$ cat src/rtl/msix_pkg.sv
package msix_pkg;

    localparam int CTRL_EN_BIT = 15;
    localparam int CTRL_FM_BIT = 14;

    typedef struct packed {
        logic [63:0] addr;
        logic [31:0] data;
    } msix_msg_t;

    typedef struct packed {
        logic enable;
        logic fmask;
    } msix_ctrl_t;

    typedef enum logic [1:0] {
        FLD_ADDR_LO = 2'd0,
        FLD_ADDR_HI = 2'd1,
        FLD_DATA    = 2'd2,
        FLD_VCTRL   = 2'd3
    } msix_field_e;

    function automatic logic [31:0] ctrl_to_word(msix_ctrl_t c);
        logic [31:0] w;
        w = '0;
        w[CTRL_EN_BIT] = c.enable;
        w[CTRL_FM_BIT] = c.fmask;
        return w;
    endfunction

    function automatic msix_ctrl_t word_to_ctrl(logic [31:0] w);
        msix_ctrl_t c;
        c.enable = w[CTRL_EN_BIT];
        c.fmask  = w[CTRL_FM_BIT];
        return c;
    endfunction

endpackage

$ cat src/rtl/msix_regs.sv
module msix_regs
    import msix_pkg::*;
#(
    parameter int NUM_VEC   = 8,
    parameter int PBA_WORDS = 1,
    parameter int AW        = 6
) (
    input  logic                          clk,
    input  logic                          rst,
    input  logic                          wen,
    input  logic [AW-1:0]                 addr,
    input  logic [31:0]                   wdata,
    input  logic [NUM_VEC-1:0]            pend,
    output logic [31:0]                   rdata,
    output msix_msg_t [NUM_VEC-1:0]       tbl,
    output logic [NUM_VEC-1:0]            vmask,
    output msix_ctrl_t                    ctrl
);

    localparam int TBL_WORDS = 4 * NUM_VEC;
    localparam int CTRL_ADDR = TBL_WORDS + PBA_WORDS;
    localparam int VIW       = AW - 2;

    logic [VIW-1:0]    vec_idx;
    msix_field_e       field;
    logic              tbl_hit;
    logic              pba_hit;
    logic              ctrl_hit;
    logic [AW-1:0]     pba_word;
    logic [PBA_WORDS*32-1:0] pend_ext;

    assign vec_idx  = addr[AW-1:2];
    assign field    = msix_field_e'(addr[1:0]);
    assign tbl_hit  = (32'(addr) < 32'(TBL_WORDS));
    assign pba_hit  = (32'(addr) >= 32'(TBL_WORDS)) && (32'(addr) < 32'(CTRL_ADDR));
    assign ctrl_hit = (32'(addr) == 32'(CTRL_ADDR));
    assign pba_word = addr - AW'(TBL_WORDS);

    always_comb begin
        pend_ext = '0;
        pend_ext[NUM_VEC-1:0] = pend;
    end

    // Per-vector table storage
    for (genvar v = 0; v < NUM_VEC; v++) begin : g_vec
        logic sel;
        assign sel = wen && tbl_hit && (vec_idx == VIW'(v));
        always_ff @(posedge clk) begin
            if (rst) begin
                tbl[v]   <= '0;
                vmask[v] <= 1'b1;
            end else if (sel) begin
                case (field)
                    FLD_ADDR_LO: tbl[v].addr[31:0]  <= wdata;
                    FLD_ADDR_HI: tbl[v].addr[63:32] <= wdata;
                    FLD_DATA:    tbl[v].data        <= wdata;
                    FLD_VCTRL:   vmask[v]           <= wdata[0];
                    default:     ;
                endcase
            end
        end
    end

    // Message control word: enable and function mask only
    always_ff @(posedge clk) begin
        if (rst) begin
            ctrl <= '0;
        end else if (wen && ctrl_hit) begin
            ctrl <= word_to_ctrl(wdata);
        end
    end

    // Combinational read mux; pending array is read-only
    always_comb begin
        rdata = '0;
        if (tbl_hit) begin
            case (field)
                FLD_ADDR_LO: rdata = tbl[vec_idx].addr[31:0];
                FLD_ADDR_HI: rdata = tbl[vec_idx].addr[63:32];
                FLD_DATA:    rdata = tbl[vec_idx].data;
                FLD_VCTRL:   rdata = {31'd0, vmask[vec_idx]};
                default:     rdata = '0;
            endcase
        end else if (pba_hit) begin
            rdata = pend_ext[pba_word*32 +: 32];
        end else if (ctrl_hit) begin
            rdata = ctrl_to_word(ctrl);
        end
    end

endmodule

$ cat src/rtl/msix_pending.sv
module msix_pending #(
    parameter int NUM_VEC = 8
) (
    input  logic               clk,
    input  logic               rst,
    input  logic [NUM_VEC-1:0] set_req,
    input  logic [NUM_VEC-1:0] clr_acc,
    input  logic [NUM_VEC-1:0] eligible,
    output logic [NUM_VEC-1:0] pend,
    output logic [NUM_VEC-1:0] cand
);

    // A new request wins over a clear in the same cycle; repeats merge.
    always_ff @(posedge clk) begin
        if (rst) begin
            pend <= '0;
        end else begin
            pend <= (pend & ~clr_acc) | set_req;
        end
    end

    assign cand = pend & eligible;

endmodule

$ cat src/rtl/msix_arbiter.sv
module msix_arbiter
    import msix_pkg::*;
#(
    parameter int NUM_VEC = 8,
    parameter int SW      = 3
) (
    input  logic                    clk,
    input  logic                    rst,
    input  logic [NUM_VEC-1:0]      cand,
    input  msix_msg_t [NUM_VEC-1:0] tbl,
    input  logic                    msg_ready,
    output logic                    msg_valid,
    output msix_msg_t               msg_out,
    output logic [SW-1:0]           sel_idx,
    output logic [NUM_VEC-1:0]      acc_vec
);

    logic [SW-1:0] win;

    // Lowest index has priority
    always_comb begin
        win = '0;
        for (int i = NUM_VEC - 1; i >= 0; i--) begin
            if (cand[i]) win = SW'(i);
        end
    end

    always_ff @(posedge clk) begin
        if (rst) begin
            msg_valid <= 1'b0;
            sel_idx   <= '0;
            msg_out   <= '0;
        end else if (msg_valid) begin
            if (msg_ready) msg_valid <= 1'b0;
        end else if (|cand) begin
            msg_valid <= 1'b1;
            sel_idx   <= win;
            msg_out   <= tbl[win];
        end
    end

    always_comb begin
        acc_vec = '0;
        if (msg_valid && msg_ready) acc_vec[sel_idx] = 1'b1;
    end

endmodule

$ cat src/rtl/msix_dispatch.sv
module msix_dispatch
    import msix_pkg::*;
#(
    parameter  int NUM_VEC   = 8,
    localparam int PBA_WORDS = (NUM_VEC + 31) / 32,
    localparam int AW        = $clog2(4 * NUM_VEC + PBA_WORDS + 1)
) (
    input  logic               clk,
    input  logic               rst,
    input  logic [NUM_VEC-1:0] irq_req,
    input  logic               reg_wen,
    input  logic [AW-1:0]      reg_addr,
    input  logic [31:0]        reg_wdata,
    output logic [31:0]        reg_rdata,
    output logic               msg_valid,
    input  logic               msg_ready,
    output logic [63:0]        msg_addr,
    output logic [31:0]        msg_data
);

    localparam int SW = (NUM_VEC > 1) ? $clog2(NUM_VEC) : 1;

    msix_msg_t [NUM_VEC-1:0] tbl;
    logic [NUM_VEC-1:0]      vmask;
    msix_ctrl_t              ctrl_q;
    logic [NUM_VEC-1:0]      pend_q;
    logic [NUM_VEC-1:0]      cand;
    logic [NUM_VEC-1:0]      eligible;
    logic [NUM_VEC-1:0]      acc_vec;
    logic [SW-1:0]           sel_idx;
    msix_msg_t               msg_out;

    // Central eligibility: any control or mask change replays pending bits
    assign eligible = {NUM_VEC{ctrl_q.enable & ~ctrl_q.fmask}} & ~vmask;

    msix_regs #(
        .NUM_VEC  (NUM_VEC),
        .PBA_WORDS(PBA_WORDS),
        .AW       (AW)
    ) u_regs (
        .clk  (clk),
        .rst  (rst),
        .wen  (reg_wen),
        .addr (reg_addr),
        .wdata(reg_wdata),
        .pend (pend_q),
        .rdata(reg_rdata),
        .tbl  (tbl),
        .vmask(vmask),
        .ctrl (ctrl_q)
    );

    msix_pending #(
        .NUM_VEC(NUM_VEC)
    ) u_pend (
        .clk     (clk),
        .rst     (rst),
        .set_req (irq_req),
        .clr_acc (acc_vec),
        .eligible(eligible),
        .pend    (pend_q),
        .cand    (cand)
    );

    msix_arbiter #(
        .NUM_VEC(NUM_VEC),
        .SW     (SW)
    ) u_arb (
        .clk      (clk),
        .rst      (rst),
        .cand     (cand),
        .tbl      (tbl),
        .msg_ready(msg_ready),
        .msg_valid(msg_valid),
        .msg_out  (msg_out),
        .sel_idx  (sel_idx),
        .acc_vec  (acc_vec)
    );

    assign msg_addr = msg_out.addr;
    assign msg_data = msg_out.data;

endmodule

$ cat config.mk
export PLATFORM = sky130hd
export DESIGN_NAME = msix_dispatch
export DESIGN_NICKNAME = d
export VERILOG_FILES = /design/src/rtl/msix_pkg.sv /design/src/rtl/msix_regs.sv /design/src/rtl/msix_pending.sv /design/src/rtl/msix_arbiter.sv /design/src/rtl/msix_dispatch.sv
export SDC_FILE = /design/constraint.sdc
export NUM_CORES = 2
export LEC_CHECK = 0
export ABC_AREA = 0
export BUFFER_PORTS_ARGS = -buffer_cell sky130_fd_sc_hd__buf_2
export CORE_ASPECT_RATIO = 0.8
export CORE_MARGIN = 2
export CORE_UTILIZATION = 48
export CTS_CLUSTER_DIAMETER = 150
export DETAILED_ROUTE_END_ITERATION = 16
export GPL_TIMING_DRIVEN = 0
export MAX_ROUTING_LAYER = met4
export PLACE_DENSITY = 0.63
export RECOVER_POWER = 25
export REMOVE_ABC_BUFFERS = 1
export SKIP_CTS_REPAIR_TIMING = 1
export SLEW_MARGIN = 20
export SYNTH_ARGS = -nofsm -noshare
export SYNTH_HDL_FRONTEND = slang
export SYNTH_SLANG_ARGS = --single-unit
export TNS_END_PERCENT = 10
$ cat constraint.sdc
create_clock -name clk -period 3.3 [get_ports clk]
set_clock_uncertainty 0.15 [all_clocks]
set_input_delay 0.495 -clock clk [delete_from_list [all_inputs] [get_ports clk]]
set_output_delay 0.495 -clock clk [all_outputs]
set_load 0.03 [all_outputs]
# [After elaboration in Yosys (flattened, before gate mapping)]
# Index checks and enable logic that the tools add are counted.
[classes] add_sub_neg=1 n_lt_le_gt_ge=7 n_eq_ne=11 shift=1 mux=24 bitwise=9 reduce_logical=49
[op_table] operator="$bmux W96 S3" n=2
[op_table] operator="$mux W96" n=2
[op_table] operator="$pmux W32 S4" n=1
[op_table] operator="$reduce_and A2 Y1" n=33
[op_table] operator="$mux W32" n=2
[op_table] operator="$shiftx A32 B12 Y32" n=1
[op_table] operator="$and A8 B8 Y8" n=3
[op_table] operator="$mux W3" n=8
[op_table] operator="$eq A4 B3 Y1 const B" n=4
[op_table] operator="$mux W16" n=1
[op_table] operator="$not A8 Y8" n=2
[op_table] operator="$logic_and A1 B1 Y1" n=13
[op_table] operator="$lt A6 B6 Y1 const B" n=2
[op_table] operator="$eq A4 B2 Y1 const B" n=2
[op_table] operator="$lt A3 B4 Y1 const B" n=2
[op_table] operator="$mux W8" n=1
[op_table] operator="$or A8 B8 Y8" n=1
[op_table] operator="$reduce_or A8 Y1" n=1
[op_table] operator="$eq A6 B6 Y1 const B" n=1
[op_table] operator="$ge A6 B6 Y1 const B" n=1
[op_table] operator="$sub A6 B6 Y6 const B" n=1
[op_table] operator="$mux W1" n=5
[op_table] operator="$eq A2 B2 Y1 const B" n=2
[op_table] operator="$eq A4 B1 Y1 const B" n=1
[op_table] operator="other kinds (9)" n=10
[totals] ff_bits=886 input_bits=50 output_inout_bits=129 elab_cells=141

# [Longest topological paths before layout]
[logic_depth] depth_word=14 mapped_depth=9 ltp_nobuf=6

# [Modules after synthesis]
# From an unflattened synthesis, not the netlist that was laid out.
[hier_totals] cells_unflattened=5295 area_unflattened_um2=43108.8
[by_module_without_submodules] mod="msix_regs" instances=1 cells_per_inst=4020 area_each_um2=33599.7 seq_area_each_um2=15574.9
[by_module_without_submodules] mod="msix_arbiter" instances=1 cells_per_inst=1225 area_each_um2=8958.6 seq_area_each_um2=2001.9
[by_module_without_submodules] mod="msix_pending" instances=1 cells_per_inst=41 area_each_um2=439.2 seq_area_each_um2=160.2
[by_module_without_submodules] mod="msix_dispatch" instances=1 cells_per_inst=9 area_each_um2=111.4 seq_area_each_um2=0.0

# [Worst setup path before layout]
# OpenSTA, ideal clock, no wires.
[synth_timing] path_kind="input to output" startpoint="input reg_addr[2]" endpoint="output reg_rdata[5]" arrival_ps=2461 required_time_ps=2655 slack_ps=194 path_stages=8 cell_sequence="clkbuf_1 > clkbuf_1 > buf_2 > mux4_2 > nand2_1 > o21ai_0 > a21oi_1 > o31ai_1"
[synth_via] elab_chain_len=4 elab_cells_between_ends=11 classes_between="1 x add/sub; 3 x order compare; 1 x shift; 5 x mux; 1 x reduce/logical"
[synth_rtl] element="start: declaration" line_no="msix_dispatch.sv:12" source="input logic [AW-1:0] reg_addr,"
[synth_rtl] element="$sub A6 B6 Y6 (tied with other cells)" line_no="msix_regs.sv:37" source="assign pba_word = addr - AW'(TBL_WORDS);"
[synth_rtl] element="$shiftx A32 B12 Y32 (tied with other cells)" line_no="msix_regs.sv:85" source="rdata = pend_ext[pba_word*32 +: 32];"
[synth_rtl] element="$mux W32 or $pmux W32 S4 (tied branches)" line_no="msix_regs.sv:84, msix_regs.sv:77"
[synth_rtl] element="$mux W32 *" line_no="msix_regs.sv:76" source="if (tbl_hit) begin"
[synth_rtl] element="end: declaration" line_no="msix_dispatch.sv:14" source="output logic [31:0] reg_rdata,"
# Every way passes the cells marked *; elsewhere a longest branch is shown, timed or not. The select of a mux whose other input is x is not followed.

# [Worst setup path in the final report]
[layout_timing] startpoint="input reg_addr[2]" endpoint="output reg_rdata[15]"
[layout_via] elab_chain_len=4 elab_cells_between_ends=13 classes_between="1 x add/sub; 3 x order compare; 1 x eq/ne; 1 x shift; 6 x mux; 1 x reduce/logical"
[layout_rtl] element="$sub A6 B6 Y6 (tied with other cells)" line_no="msix_regs.sv:37"
[layout_rtl] element="$shiftx A32 B12 Y32 (tied with other cells)" line_no="msix_regs.sv:85"
[layout_rtl] element="$mux W32 or $pmux W32 S4 (tied branches)" line_no="msix_regs.sv:84, msix_regs.sv:77"
[layout_rtl] element="$mux W32 *" line_no="msix_regs.sv:76"
# Marks and branches as above.

==> results_dict.tcl <==
set metrics [dict create \
    htree_levels 3 \
    setup_ws_ns -0.151 \
    cp_slowest_cell "mux4_2" \
    die_x_microns 337 \
    finalCritPeriodShare_pct 105 \
    antenna_found_initial 5 \
    swShare_pct 25.0 \
    cts_tree "built" \
    grt_pass1_vias 38043 \
    switchingPower_mw 5.71 \
    slowest_delay_ns 0.53 \
    report.final.slew_viol_count 0 \
    p_per_area_nw_per_um2 454 \
    synth_area_sq_um 42500 \
    ios 179 \
    avgSynthCellArea_sq_um 7.97 \
    yosysSeqAreaShare_pct 41.8 \
    ys_ff_latch 886 \
    synth_flop_cell "dfxtp_1" \
    crit_path_start_kind "input pin" \
    hp-class "in -> reg" \
    max_slew_margin_pct 6.99 \
    p_int_mw 17.1 \
    synth_warnings 0 \
    cts.sinks 886 \
    rsz0062_at_grt "yes" \
    critPathRequiredTime_ns 2.65 \
    fmax_ghz 0.290 \
    grt.overflow.total 0 \
    path_max_fanout 8 \
    grt.total_usage_pct 37.4 \
    async_reset_ff_share_pct 0 \
    drtAntennaViolNets 0 \
    ir_worst_vdd_mv 0.432 \
    crit_chain "buf_12 > buf_16 > buf_16 > buf_16 > buf_4 > mux4_2 > mux2i_4 > o22ai_2 > a21oi_2 > o21ai_1 > buf_4" \
    avgViaCountPerCell 6.36 \
    failed_checks "setup timing" \
    comb_power_share_pct 6.5 \
    highest_layer "met4" \
    met3_wirelength_mm 22.8 \
    rows 97 \
    drive_gt1_share_pct 13.8 \
    outcome "finished, violations left" \
    core_sq_um 87600 \
    cts_buffers 90 \
    worstPathArrival_ns 2.81 \
    drt-initial-drc-count 6342 \
    grt_pass1_wl_mm 248 \
    drc 0 \
    initial_utilization_pct 48.4 \
    wl_met1_mm 68.1 \
    end_kind "output pin" \
    maxCapViolCount 0 \
    dr_total_vias 41529 \
    finalCriticalPeriod_ns 3.45 \
    clkTransAtPathRegs_ns 0.06 \
    p_leak_nw 16.6 \
    clockPowerShare_pct 46.3 \
    path_common_cell "buf_16" \
    design.die.area_sq_um 90900 \
    first_pass_iters 8 \
    syn-instance-count 5324 \
    nNetsFinal 5327 \
    yosys.cell_types.count 54 \
    p_total_mw 22.8 \
    wirelength_mm 177 \
    root_buffer "clkbuf_16" \
    critical_path_class "in -> out" \
    wl_met2_mm 76.7 \
    dp_hpwl_mm 104 \
    grt_start_max_net_pins 120 \
    globalplace.congestion 0.897 \
    tightest_slew_ns 1.39 \
    die_h_microns 270 \
    p_seq_share_pct 47.3 \
    final-setup-viol-count 58 \
    hold_viol_final 0 \
    whs_ns 0.0159 \
    clock_latency_ns 0.70 \
    area_growth_pct 18.4 \
    synth-edff-count 0 \
    wl_per_cell_microns 27.1 \
    clock_path_buffers 3 \
    port_buffers 178 \
]
[cell usage after synthesis, types with 2 or more instances]
cell	number	share of area, %
mux4_2	195	10
or3_1	3	0.044
o22ai_1	9	0.13
o221ai_1	19	0.39
buf_1	19	0.17
nand3b_1	10	0.18
nor2_1	51	0.45
mux2_2	8	0.21
nand3_1	8	0.094
and3_1	23	0.34
nand2b_1	13	0.19
mux2i_1	203	4.8
a2bb2oi_1	19	0.39
buf_6	5	0.13
or4_1	62	1.1
mux2_1	19	0.50
o21a_1	2	0.035
a21oi_1	1026	12
clkbuf_1	392	3.5
o2bb2ai_1	62	1.3
o21ai_1	4	0.047
nand4_1	8	0.12
nor3_2	2	0.047
o21ai_0	56	0.66
a222oi_1	19	0.45
or3b_2	2	0.041
nand2_1	2052	18
a2111o_1	15	0.40
nor4_1	4	0.059
nor3_1	6	0.071
buf_4	6	0.11
dfxtp_1	886	42
a22o_1	15	0.31
nor2b_1	7	0.10
buf_2	75	0.88
[flip-flops by register name, indices dropped and copies added (netlist names)]
register / flops
u_regs.ctrl: 2
u_arb.msg_out: 96
u_regs.vmask: 8
u_arb.msg_valid: 1
u_pend.pend: 8
u_arb.sel_idx: 3
u_regs.tbl: 768
[worst max-delay path: cells and delay by family]
family	cells	cell delay (ns)
AO/OA/AOI/OAI	3	0.49
buffers and inverters	6	0.94
multiplexers	2	0.85
[power groups by stage]
| stage | Clock [mW] | Sequential [mW] | Combinational [mW] |
|---|---|---|---|
| floorplan | 0 | 11.0 | 0.319 |
| global placement | 0 | 11.0 | 1.18 |
| detailed placement | 0 | 11.0 | 1.24 |
| CTS | 10.6 | 10.8 | 1.24 |
| global route | 11.0 | 10.8 | 1.50 |
| finish | 10.6 | 10.8 | 1.48 |
[kinds of logic after synthesis]
family | count (synthesis) | synth area share (%)
flip-flops | 886 | 41.8
AO/OA/AOI/OAI | 1256 | 16.5
multiplexers | 425 | 15.8
buffers and inverters | 498 | 4.77
AND/OR/NAND/NOR | 2259 | 21.1
[per-stage QoR]
step	instances	setup WS (ns)	area, sq um	TNS (ns)	utilization [%]
after floorplan	4827	-10.56	40400	-990.26	-
after global placement	6193	-28.02	42800	-9255.41	48.9
after detailed placement	6305	-1.31	46100	-234.29	52.6
after CTS	6464	-1.33	49100	-47.26	56.0
after global routing	6534	-0.139	50300	-2.46	57.4
final	6534	-0.151	50300	-2.79	57.4
[placed cells by master (no fill, tap or decap), types with 17 or more instances in the layout]
master	instances
dfxtp_1	882
mux2_1	19
clkinv_2	18
a2bb2oi_1	19
o221ai_1	19
buf_16	89
nand2_2	20
or4_1	62
buf_12	23
clkbuf_1	114
mux4_2	195
nor2_4	26
nor2_1	24
buf_2	68
o21ai_0	38
clkbuf_8	17
o2bb2ai_1	62
a222oi_1	19
nand2_1	2032
a21oi_1	1017
clkbuf_16	107
buf_4	41
mux2i_1	179
[final cells by class]
class	count	area (sq um)
fillers	7776	37300
multi-input cells	3941	23500
flip-flops and latches	886	17700
repair buffers	357	4590
clock buffers	125	2570
well taps	1188	1490
clock inverters	34	378
diodes	2	5.00
inverters	1	3.75
[routing by layer]
metal / track usage, % / vias up
met2: 54.2 / 2942
met3: 8.12 / 571
met5: - / -
met4: 18.0 / 0
li1: - / 18110
met1: 49.4 / 19906
[path summary, 6_finish.rpt]
kind	start	end	slack, ns	cells after the start
max	reg_addr[2]	reg_rdata[15]	-0.15	11
min	msg_ready	u_arb.msg_valid$_SDFF_PP0_	0.02	4
max reg2reg	u_regs.ctrl[0]$_SDFFE_PP0P_	u_arb.msg_out[13]$_SDFFE_PP0P_	-0.10	10
min reg2reg	u_regs.tbl[114]$_SDFFE_PP0P_	u_regs.tbl[114]$_SDFFE_PP0P_	0.32	2
No activity file was read; power rests on OpenSTA's default activity.
